--- src/rtl/pwmt_pkg.sv ---
`timescale 1ns/1ps
package pwmt_pkg;

    localparam int CNT_W  = 24;
    localparam int DATA_W = 32;
    localparam int ADDR_W = 3;
    localparam int PSC_W  = 11;
    localparam int N_IRQ  = 3;

    localparam int IRQ_RISE = 0;
    localparam int IRQ_FALL = 1;
    localparam int IRQ_WRAP = 2;

    typedef enum logic [1:0] {
        PSC_DIV1    = 2'd0,
        PSC_DIV16   = 2'd1,
        PSC_DIV256  = 2'd2,
        PSC_DIV2048 = 2'd3
    } psc_e;

    typedef enum logic [ADDR_W-1:0] {
        A_CTRL   = 3'd0,
        A_PERIOD = 3'd1,
        A_LOWW   = 3'd2,
        A_IEN    = 3'd3,
        A_IFLAG  = 3'd4
    } addr_e;

    typedef struct packed {
        psc_e psc;
        logic inv;
        logic run;
    } ctrl_t;

    function automatic int psc_shift(psc_e s);
        case (s)
            PSC_DIV1:   return 0;
            PSC_DIV16:  return 4;
            PSC_DIV256: return 8;
            default:    return 11;
        endcase
    endfunction

endpackage

--- src/rtl/pwmt_regs.sv ---
`timescale 1ns/1ps
module pwmt_regs
    import pwmt_pkg::*;
#(
    parameter int CW = CNT_W,
    parameter int DW = DATA_W,
    parameter int AW = ADDR_W,
    parameter int NI = N_IRQ
) (
    input  logic          clk,
    input  logic          rst,
    input  logic          wr_en,
    input  logic [AW-1:0] addr,
    input  logic [DW-1:0] wdata,
    input  logic [NI-1:0] flags,
    output logic [DW-1:0] rdata,
    output ctrl_t         ctrl,
    output logic [CW-1:0] period,
    output logic [CW-1:0] low_w,
    output logic [NI-1:0] irq_en,
    output logic [NI-1:0] clr_mask
);

    logic unused_wdata_hi;
    assign unused_wdata_hi = ^wdata[DW-1:CW];

    always_ff @(posedge clk) begin
        if (rst) begin
            ctrl   <= '0;
            period <= '0;
            low_w  <= '0;
            irq_en <= '0;
        end else if (wr_en) begin
            case (addr)
                A_CTRL: begin
                    ctrl.run <= wdata[0];
                    ctrl.inv <= wdata[1];
                    ctrl.psc <= psc_e'(wdata[3:2]);
                end
                A_PERIOD: if (!ctrl.run) period <= wdata[CW-1:0];
                A_LOWW:   low_w  <= wdata[CW-1:0];
                A_IEN:    irq_en <= wdata[NI-1:0];
                default: ;
            endcase
        end
    end

    assign clr_mask = (wr_en && addr == A_IFLAG) ? wdata[NI-1:0] : '0;

    always_comb begin
        rdata = '0;
        case (addr)
            A_CTRL:   rdata[3:0]    = {ctrl.psc, ctrl.inv, ctrl.run};
            A_PERIOD: rdata[CW-1:0] = period;
            A_LOWW:   rdata[CW-1:0] = low_w;
            A_IEN:    rdata[NI-1:0] = irq_en;
            A_IFLAG:  rdata[NI-1:0] = flags;
            default:  rdata = '0;
        endcase
    end

    // period frozen while the timer runs
    p_period_frozen_r6: assert property (@(posedge clk) disable iff (rst)
        ctrl.run |=> $stable(period));

endmodule

--- src/rtl/pwmt_prescale.sv ---
`timescale 1ns/1ps
module pwmt_prescale
    import pwmt_pkg::*;
#(
    parameter int PW = PSC_W
) (
    input  logic clk,
    input  logic rst,
    input  logic run,
    input  psc_e sel,
    output logic tick
);

    logic [PW-1:0] lim;
    logic [PW-1:0] pre_q;

    assign lim  = PW'((1 << psc_shift(sel)) - 1);
    assign tick = run && (pre_q >= lim);

    always_ff @(posedge clk) begin
        if (rst || !run)
            pre_q <= '0;
        else if (tick)
            pre_q <= '0;
        else
            pre_q <= pre_q + 1'b1;
    end

endmodule

--- src/rtl/pwmt_core.sv ---
`timescale 1ns/1ps
module pwmt_core
    import pwmt_pkg::*;
#(
    parameter int CW = CNT_W
) (
    input  logic          clk,
    input  logic          rst,
    input  logic          run,
    input  logic          inv,
    input  logic          tick,
    input  logic [CW-1:0] period,
    input  logic [CW-1:0] low_w,
    output logic          pwm_q,
    output logic          wrap
);

    logic [CW-1:0] cnt_q;
    logic [CW-1:0] shadow_q;
    logic          at_end;
    logic          level;

    assign at_end = (cnt_q == period);
    assign wrap   = run && tick && at_end;
    assign level  = run ? ((cnt_q >= shadow_q) ^ inv) : inv;

    always_ff @(posedge clk) begin
        if (rst) begin
            cnt_q    <= '0;
            shadow_q <= '0;
            pwm_q    <= 1'b0;
        end else begin
            if (!run) begin
                cnt_q    <= '0;
                shadow_q <= low_w;
            end else if (tick) begin
                if (at_end) begin
                    cnt_q    <= '0;
                    shadow_q <= low_w;
                end else begin
                    cnt_q <= cnt_q + 1'b1;
                end
            end
            pwm_q <= level;
        end
    end

    // count never passes the period while running
    p_cnt_bound_r2: assert property (@(posedge clk) disable iff (rst)
        run |-> (cnt_q <= period));

    // shadow width only moves at a wrap or while stopped
    p_shadow_hold_r7: assert property (@(posedge clk) disable iff (rst)
        (run && !wrap) |=> $stable(shadow_q));

    // stopped output sits at the polarity level
    p_idle_level_r5: assert property (@(posedge clk) disable iff (rst)
        !run |=> (pwm_q == $past(inv)));

endmodule

--- src/rtl/pwmt_irq.sv ---
`timescale 1ns/1ps
module pwmt_irq
    import pwmt_pkg::*;
#(
    parameter int NI = N_IRQ
) (
    input  logic          clk,
    input  logic          rst,
    input  logic          pwm,
    input  logic          wrap,
    input  logic [NI-1:0] en,
    input  logic [NI-1:0] clr,
    output logic [NI-1:0] flags,
    output logic          irq
);

    logic          pwm_prev;
    logic [NI-1:0] ev;

    always_ff @(posedge clk) begin
        if (rst) pwm_prev <= 1'b0;
        else     pwm_prev <= pwm;
    end

    always_comb begin
        ev           = '0;
        ev[IRQ_RISE] = pwm && !pwm_prev;
        ev[IRQ_FALL] = !pwm && pwm_prev;
        ev[IRQ_WRAP] = wrap;
    end

    for (genvar gi = 0; gi < NI; gi++) begin : g_flag
        always_ff @(posedge clk) begin
            if (rst)
                flags[gi] <= 1'b0;
            else if (ev[gi] && en[gi])
                flags[gi] <= 1'b1;
            else if (clr[gi])
                flags[gi] <= 1'b0;
        end

        // a write of one clears the flag absent a new event
        p_w1c_r9: assert property (@(posedge clk) disable iff (rst)
            (clr[gi] && !ev[gi]) |=> !flags[gi]);

        // a disabled source never raises its flag
        p_gate_r8: assert property (@(posedge clk) disable iff (rst)
            (!en[gi] && !flags[gi]) |=> !flags[gi]);
    end

    assign irq = |(flags & en);

endmodule

--- src/rtl/pwm_timer.sv ---
`timescale 1ns/1ps
module pwm_timer
    import pwmt_pkg::*;
#(
    parameter int CW = CNT_W,
    parameter int DW = DATA_W,
    parameter int AW = ADDR_W
) (
    input  logic          clk,
    input  logic          rst,
    input  logic          wr_en,
    input  logic [AW-1:0] addr,
    input  logic [DW-1:0] wdata,
    output logic [DW-1:0] rdata,
    output logic          pwm_out,
    output logic          irq
);

    ctrl_t            ctrl;
    logic [CW-1:0]    period;
    logic [CW-1:0]    low_w;
    logic [N_IRQ-1:0] irq_en;
    logic [N_IRQ-1:0] clr_mask;
    logic [N_IRQ-1:0] flags;
    logic             tick;
    logic             wrap;

    pwmt_regs #(.CW(CW), .DW(DW), .AW(AW), .NI(N_IRQ)) u_regs (
        .clk(clk), .rst(rst), .wr_en(wr_en), .addr(addr), .wdata(wdata),
        .flags(flags), .rdata(rdata), .ctrl(ctrl), .period(period),
        .low_w(low_w), .irq_en(irq_en), .clr_mask(clr_mask)
    );

    pwmt_prescale #(.PW(PSC_W)) u_psc (
        .clk(clk), .rst(rst), .run(ctrl.run), .sel(ctrl.psc), .tick(tick)
    );

    pwmt_core #(.CW(CW)) u_core (
        .clk(clk), .rst(rst), .run(ctrl.run), .inv(ctrl.inv), .tick(tick),
        .period(period), .low_w(low_w), .pwm_q(pwm_out), .wrap(wrap)
    );

    pwmt_irq #(.NI(N_IRQ)) u_irq (
        .clk(clk), .rst(rst), .pwm(pwm_out), .wrap(wrap), .en(irq_en),
        .clr(clr_mask), .flags(flags), .irq(irq)
    );

endmodule

--- config.mk ---
export PLATFORM = sky130hd
export DESIGN_NAME = pwm_timer
export DESIGN_NICKNAME = d
export VERILOG_FILES = /design/src/rtl/pwmt_pkg.sv /design/src/rtl/pwmt_regs.sv /design/src/rtl/pwmt_prescale.sv /design/src/rtl/pwmt_core.sv /design/src/rtl/pwmt_irq.sv /design/src/rtl/pwm_timer.sv
export SDC_FILE = /design/constraint.sdc
export NUM_CORES = 1
export LEC_CHECK = 0
export BUFFER_PORTS_ARGS = -buffer_cell sky130_fd_sc_hd__buf_2
export CORE_UTILIZATION = 54
export DETAILED_ROUTE_END_ITERATION = 10
export PLACE_DENSITY = 0.82
export SYNTH_ARGS = -nofsm -noshare
export SYNTH_HDL_FRONTEND = slang
export SYNTH_SLANG_ARGS = --single-unit
--- constraint.sdc ---
create_clock -name clk -period 2.3 [get_ports clk]
set_input_delay 0.115 -clock clk [delete_from_list [all_inputs] [get_ports clk]]
set_output_delay 0.115 -clock clk [all_outputs]
set_load 0.005 [all_outputs]
==> flow_metrics.py, run 1 <==
metrics = {
    "power": {
        "leakagePower_nw": 3.37,
        "internal_power_mw": 3.95,
        "comb_power_share_pct": 10.9,
        "p_sw_mw": 1.36,
        "peakVddDrop_v": 0.000648,
        "p_seq_share_pct": 40.0,
        "switching_share_pct": 25.7,
        "power.share.clock_pct": 49.2,
        "powerDensity_nw_per_um2": 631,
    },
    "clocking": {
        "insertion_delay_ns": 0.43,
        "numCtsBuffers": 17,
        "cts_max_level": 4,
        "cts_tree": "done",
        "clock-sinks": 119,
        "cts_buffer_depth": 2,
        "clockRootBuffer": "clkbuf_16",
        "clk_pin_slew_ns": 0.05,
    },
    "detailed_routing": {
        "wl_met2_um": 9570,
        "drt_iter0_drc": 731,
        "met3_wirelength_um": 2000,
        "top_layer": "met4",
        "num_vias": 7142,
        "avgRoutedWirePerCell_um": 18.0,
        "antenna_left": 0,
        "drt_wl_total_um": 20600,
        "vias_per_cell": 6.24,
        "drt-pass1-iter-count": 7,
        "drt-met1-wl_um": 8340,
        "drc": 0,
    },
    "setup_path": {
        "start_kind": "flop",
        "cp.arrival_ns": 2.76,
        "cp_max_fo": 10,
        "end_kind": "flop",
        "crit_type": "reg -> reg",
        "cp_data_required_time_ns": 2.65,
    },
    "cells_and_area": {
        "fin_area_um2": 8430,
        "area_growth_pct": 23.0,
        "drive_gt1_share_pct": 17.0,
        "antenna_cells": 0,
        "nets": 1040,
    },
    "synthesis": {
        "synth_common_cells": "nand2_1 (152), dfxtp_1 (119), a21oi_1 (109)",
        "synthTopCellsByArea": "dfxtp_1 (35%), nand2_1 (8.3%), a21oi_1 (8.0%)",
        "synth_seq_cells": 119,
        "synth_edf_count": 0,
        "syn_inst": 893,
        "synth_most_common_cell": "nand2_1",
        "async_flop_share_pct": 0,
        "synth_warnings": 0,
        "syn_area_um2": 6850,
        "synth_top_cell_area_share_pct": 34.8,
        "synth_top_flop_cell": "dfxtp_1",
        "synth_top_area_cell": "dfxtp_1",
        "yosysSeqAreaShare_pct": 34.8,
        "yosysUniqueCellTypes": 51,
        "avgSynthCellArea_um2": 7.67,
    },
    "die": {
        "initial_utilization_pct": 56.1,
        "core.rowCount": 40,
        "ios": 72,
        "die-height_um": 115,
        "die-width_um": 115,
        "core_region_area_um2": 12200,
        "die-area_um2": 13100,
    },
    "min_path": {
        "hold_class": "in -> reg",
    },
    "timing": {
        "finalSetupViolCount": 16,
        "worstMarginPinSlew_ns": 0.505,
        "slew_headroom_pct": 66.3,
        "hold_ws_ns": 0.118,
        "fmax_ghz": 0.415,
        "timing.final.crit_share_pct": 105,
        "fin_skew_ns": 0.00793,
        "slew_violations": 0,
        "period_minus_slack_ns": 2.41,
        "setup_ws_ns": -0.107,
        "hold_viol": 0,
        "rsz0062_at_grt": "yes",
    },
    "placement": {
        "gp_congestion": 0.910,
        "dp_hpwl_um": 12100,
        "dpl_cell_area_um2": 7380,
        "port_buffers": 55,
    },
    "grt": {
        "grt_max_degree": 52,
        "antenna_found_initial": 0,
        "grt_pass1_wl_um": 32700,
        "grt_pass1_vias": 6616,
        "track_usage_pct": 32.1,
        "grt-ovfl-total": 0,
    },
    "status": {
        "violations": "setup timing",
        "status": "complete, but fails checks",
    },
    "flow_run": {
        "maxCapViolations": 0,
    },
}
## power groups by stage
stage                     clock network, mW  logic, mW  registers (mW)
after global placement                    0      0.446            2.17
after floorplan                           0      0.305            2.15
after CTS                              2.62      0.546            2.12
after detailed placement                  0      0.453            2.17
after global routing                   2.73      0.617            2.13
final                                  2.61      0.577            2.12
## critical path, cell delays in order, from the launching register on
cell and delay [ns]:
dfxtp_4 0.40, nand2_2 0.07, ha_1 0.33, nand4_1 0.20
nor3_4 0.24, a211oi_4 0.11, buf_6 0.16, buf_16 0.14
or4_4 0.52, a21oi_2 0.17
## path summary, 6_finish.rpt
| check | start | to | slack (ns) | depth (start not counted) |
|---|---|---|---|---|
| setup / recovery | u_regs.ctrl[3]$_SDFFE_PP0P_ | u_core.cnt_q[20]$_SDFFE_PP0P_ | -0.11 | 9 |
| hold / removal | wr_en | u_irq.flags[0]$_SDFFE_PP0P_ | 0.12 | 4 |
| setup reg to reg | u_regs.ctrl[3]$_SDFFE_PP0P_ | u_core.cnt_q[20]$_SDFFE_PP0P_ | -0.11 | 9 |
| hold reg to reg | u_regs.low_w[21]$_SDFFE_PP0P_ | u_regs.low_w[21]$_SDFFE_PP0P_ | 0.49 | 2 |
## per-stage QoR
stage / utilization [%] / instances / setup TNS [ns] / power (mW) / setup slack, ns
4_1_cts: 68.2 / 1145 / -0.0254 / 5.29 / -0.0225
3_3_place_gp: 60.5 / 1085 / -0.706 / 2.61 / -0.0582
6_report: 69.0 / 1145 / -0.741 / 5.31 / -0.107
2_1_floorplan: - / 900 / 0 / 2.46 / 0.0112
3_5_place_dp: 60.5 / 1085 / -3.01 / 2.62 / -0.161
5_1_grt: 69.0 / 1145 / -3.87 / 5.47 / -0.187
## placed cells by master, fill, tap and decap left out, types with 17 or more instances in the layout
| cell | instances |
|---|---|
| a21oi_1 | 101 |
| dlygate4sd3_1 | 24 |
| nor2_1 | 37 |
| and3_1 | 26 |
| xor2_1 | 28 |
| clkbuf_16 | 17 |
| nand2_1 | 150 |
| buf_2 | 55 |
| or4_1 | 30 |
| dfxtp_1 | 115 |
| nor3b_1 | 25 |
| inv_1 | 35 |
| nand3_1 | 42 |
| ha_1 | 35 |
| a22o_1 | 20 |
| o21ai_0 | 37 |
| buf_4 | 33 |
## state kept, by name, summed over array words and instances (netlist names)
register and cells:
u_core.cnt_q 24, u_core.shadow_q 24, u_regs.low_w 24, u_regs.period 24, u_psc.pre_q 11, u_regs.ctrl 4
u_irq.flags 3, u_regs.irq_en 3, u_core.pwm_q 1, u_irq.pwm_prev 1
## cell type report
type	instances	area, µm²
Multi-Input combinational cell	672	4200
Fill cell	908	3780
Inverter	36	135
Clock inverter	11	125
Sequential cell	119	2390
Timing Repair Buffer	119	905
Clock buffer	20	457
Tap cell	168	210
## cell families (layout without fill, tap and decap cells)
kind of cell / Yosys count / after routing / synth area share (%)
other: 1 / 8 / 0.0547
buffers and inverters: 109 / 186 / 6.54
AND/OR/NAND/NOR: 377 / 377 / 28.2
adder cells (fa/ha/maj): 37 / 37 / 6.76
flip-flops: 119 / 119 / 34.8
AO/OA/AOI/OAI: 206 / 206 / 17.7
multiplexers: 11 / 11 / 1.83
XOR/XNOR: 33 / 33 / 4.22
## layer usage
| layer | up-vias | track usage, % |
|---|---|---|
| met1 | 3339 | 41.0 |
| met5 | - | 0 |
| met3 | 86 | 9.42 |
| met2 | 396 | 49.6 |
| met4 | 0 | 15.3 |
| li1 | 3321 | - |
## repair_timing
action,in CTS,in global routing
endpoints found under the hold margin,46,0
hold buffers,24,0
setup endpoints to repair,58,59
pin swaps,7,5
resized for setup,16,25
buffers inserted,3,0
cloned,2,0
No activity file was read; power rests on OpenSTA's default activity.
==> run 2, diff against run 1 <==
- GPL_TIMING_DRIVEN: not set -> 0
==> flow_metrics.py, run 2 (synthesis results as in run 1) <==
metrics = {
    "status": {
        "status": "complete, but fails checks",
        "violations": "setup timing",
    },
    "cells_and_area": {
        "antenna_cells": 0,
        "final_cell_mix": "nand2_1 (150), dfxtp_1 (115), a21oi_1 (101)",
        "final_common_cell": "nand2_1",
        "nets": 1084,
        "fin_cells": 1190,
        "area_growth_pct": 28.1,
        "drive_gt1_share_pct": 17.9,
    },
    "timing": {
        "slew_violations": 0,
        "timing.final.crit_share_pct": 105,
        "slew_headroom_pct": 39.1,
        "fin_skew_ns": 0.00841,
        "finalSetupViolCount": 53,
        "period_minus_slack_ns": 2.42,
        "hold_ws_ns": 0.210,
        "hold_viol": 0,
        "worstMarginPinSlew_ns": 0.911,
        "setup_tns_ns": -2.29,
        "fmax_ghz": 0.414,
        "rsz0062_at_grt": "yes",
        "setup_ws_ns": -0.118,
    },
    "die": {
        "core.rowCount": 40,
        "die-height_um": 115,
        "die-width_um": 115,
        "die-area_um2": 13100,
        "ios": 72,
        "core_region_area_um2": 12200,
        "initial_utilization_pct": 56.1,
    },
    "clocking": {
        "cts_tree": "done",
        "cts_buffer_depth": 2,
        "insertion_delay_ns": 0.43,
        "cts_max_level": 4,
        "clockRootBuffer": "clkbuf_16",
        "numCtsBuffers": 17,
        "clock-sinks": 119,
        "clk_pin_slew_ns": 0.06,
    },
    "min_path": {
        "worstHoldStart": "wr_en",
        "hold_class": "in -> reg",
    },
    "setup_path": {
        "cp.arrival_ns": 2.74,
        "cp-endpoint": "u_irq.flags[2]$_SDFFE_PP0P_",
        "ff2ff_setup_slack_ns": -0.12,
        "cp_data_required_time_ns": 2.62,
        "crit_type": "reg -> reg",
        "slowest_delay_ns": 0.34,
        "path_cells": "buf_8 -> nand2_1 -> ha_1 -> a211oi_1 -> o21bai_1 -> a211oi_2 -> buf_6 -> clkbuf_16 -> buf_8 -> nor4_1 -> a31o_2",
        "cp_max_fo": 10,
        "critical-path-slowest-cell": "dfxtp_2",
        "end_kind": "flop",
        "cp_top_family": "compound AO/OA/AOI/OAI gates",
        "path_buf_inv": 4,
        "r2r-end": "u_irq.flags[2]$_SDFFE_PP0P_",
        "cp.depth": 11,
        "rr_startpoint": "u_regs.ctrl[3]$_SDFFE_PP0P_",
        "crit_path_frequent_cell": "buf_8",
        "rr_worst_depth": 11,
        "start_kind": "flop",
        "cp-startpoint": "u_regs.ctrl[3]$_SDFFE_PP0P_",
    },
    "detailed_routing": {
        "antenna_left": 0,
        "avgRoutedWirePerCell_um": 18.8,
        "vias_per_cell": 6.13,
        "drc": 0,
        "drt_iter0_drc": 647,
        "num_vias": 7296,
        "drt_wl_total_um": 22300,
        "drt-pass1-iter-count": 5,
    },
    "placement": {
        "gp_congestion": 0.957,
        "dp_worst_setup_slack_ns": -0.760,
        "dp.cells": 1121,
        "dp_hpwl_um": 14600,
        "port_buffers": 53,
    },
    "grt": {
        "grt_pass1_wl_um": 34400,
        "grt-ovfl-total": 0,
        "grt_max_degree": 17,
        "antenna_found_initial": 0,
        "grt_pass1_vias": 6825,
        "track_usage_pct": 34.1,
    },
    "power": {
        "fin_total_pwr_mw": 5.67,
        "powerDensity_nw_per_um2": 647,
        "leakagePower_nw": 3.44,
        "peakVddDrop_v": 0.000724,
    },
    "flow_run": {
        "maxCapViolations": 0,
    },
}
==> run 2: how the worst min path moves through the flow <==
stage	end	slack, ns	cells past startpoint
finish	u_irq.flags[1]$_SDFFE_PP0P_	0.21	4
global route	u_irq.flags[2]$_SDFFE_PP0P_	0.25	3
CTS	u_irq.flags[1]$_SDFFE_PP0P_	0.18	4
detailed placement	u_regs.period[7]$_SDFFE_PP0P_	0.37	3
global placement	u_regs.low_w[13]$_SDFFE_PP0P_	0.37	3
floorplan	u_regs.low_w[0]$_SDFFE_PP0P_	0.25	2
==> run 2: layout make-up <==
class | count | area (µm²)
fill | 882 | 3440
inverter | 36 | 139
multi-input combinational | 672 | 4340
tap | 168 | 210
timing repair buffer | 92 | 643
buffer | 71 | 420
clock buffer | 18 | 439
clock inverter | 14 | 199
sequential | 119 | 2390
==> run 2: repair_timing <==
action | CTS | global route
gates cloned | 0 | 2
hold buffers | 24 | 0
endpoints found under the hold margin | 49 | 0
pin swaps | 7 | 30
buffers inserted | 10 | 4
setup endpoints to repair | 60 | 60
gates resized for setup | 35 | 65
==> run 2: where the power goes <==
group / internal, mW / switching, mW / total [mW]
clock network: 1.85 / 1.02 / 2.87
registers: 2.09 / 0.0344 / 2.13
logic: 0.263 / 0.417 / 0.680
==> run 2: per-stage QoR <==
step,instance area [µm²],utilization (%)
2_1_floorplan,6890,-
3_5_place_dp,7370,60.3
6_report,8780,71.9
4_1_cts,8440,69.1
5_1_grt,8780,71.9
3_3_place_gp,7370,60.3
==> run 2: worst reg2reg max path: stages (launching register included) <==
cell	delay, ns
dfxtp_2	0.34
buf_8	0.13
nand2_1	0.07
ha_1	0.30
a211oi_1	0.32
o21bai_1	0.18
a211oi_2	0.18
buf_6	0.19
clkbuf_16	0.16
buf_8	0.14
nor4_1	0.07
a31o_2	0.23
==> run 2: routing by layer <==
metal	part of all wire, %	vias up	GRT usage [%]	wire [µm]
met5	0	-	0	0
met4	3.5	0	17.3	777
met3	10	71	6.88	2300
met2	47	447	54.5	10400
met1	40	3367	43.5	8870
li1	-	3411	-	-
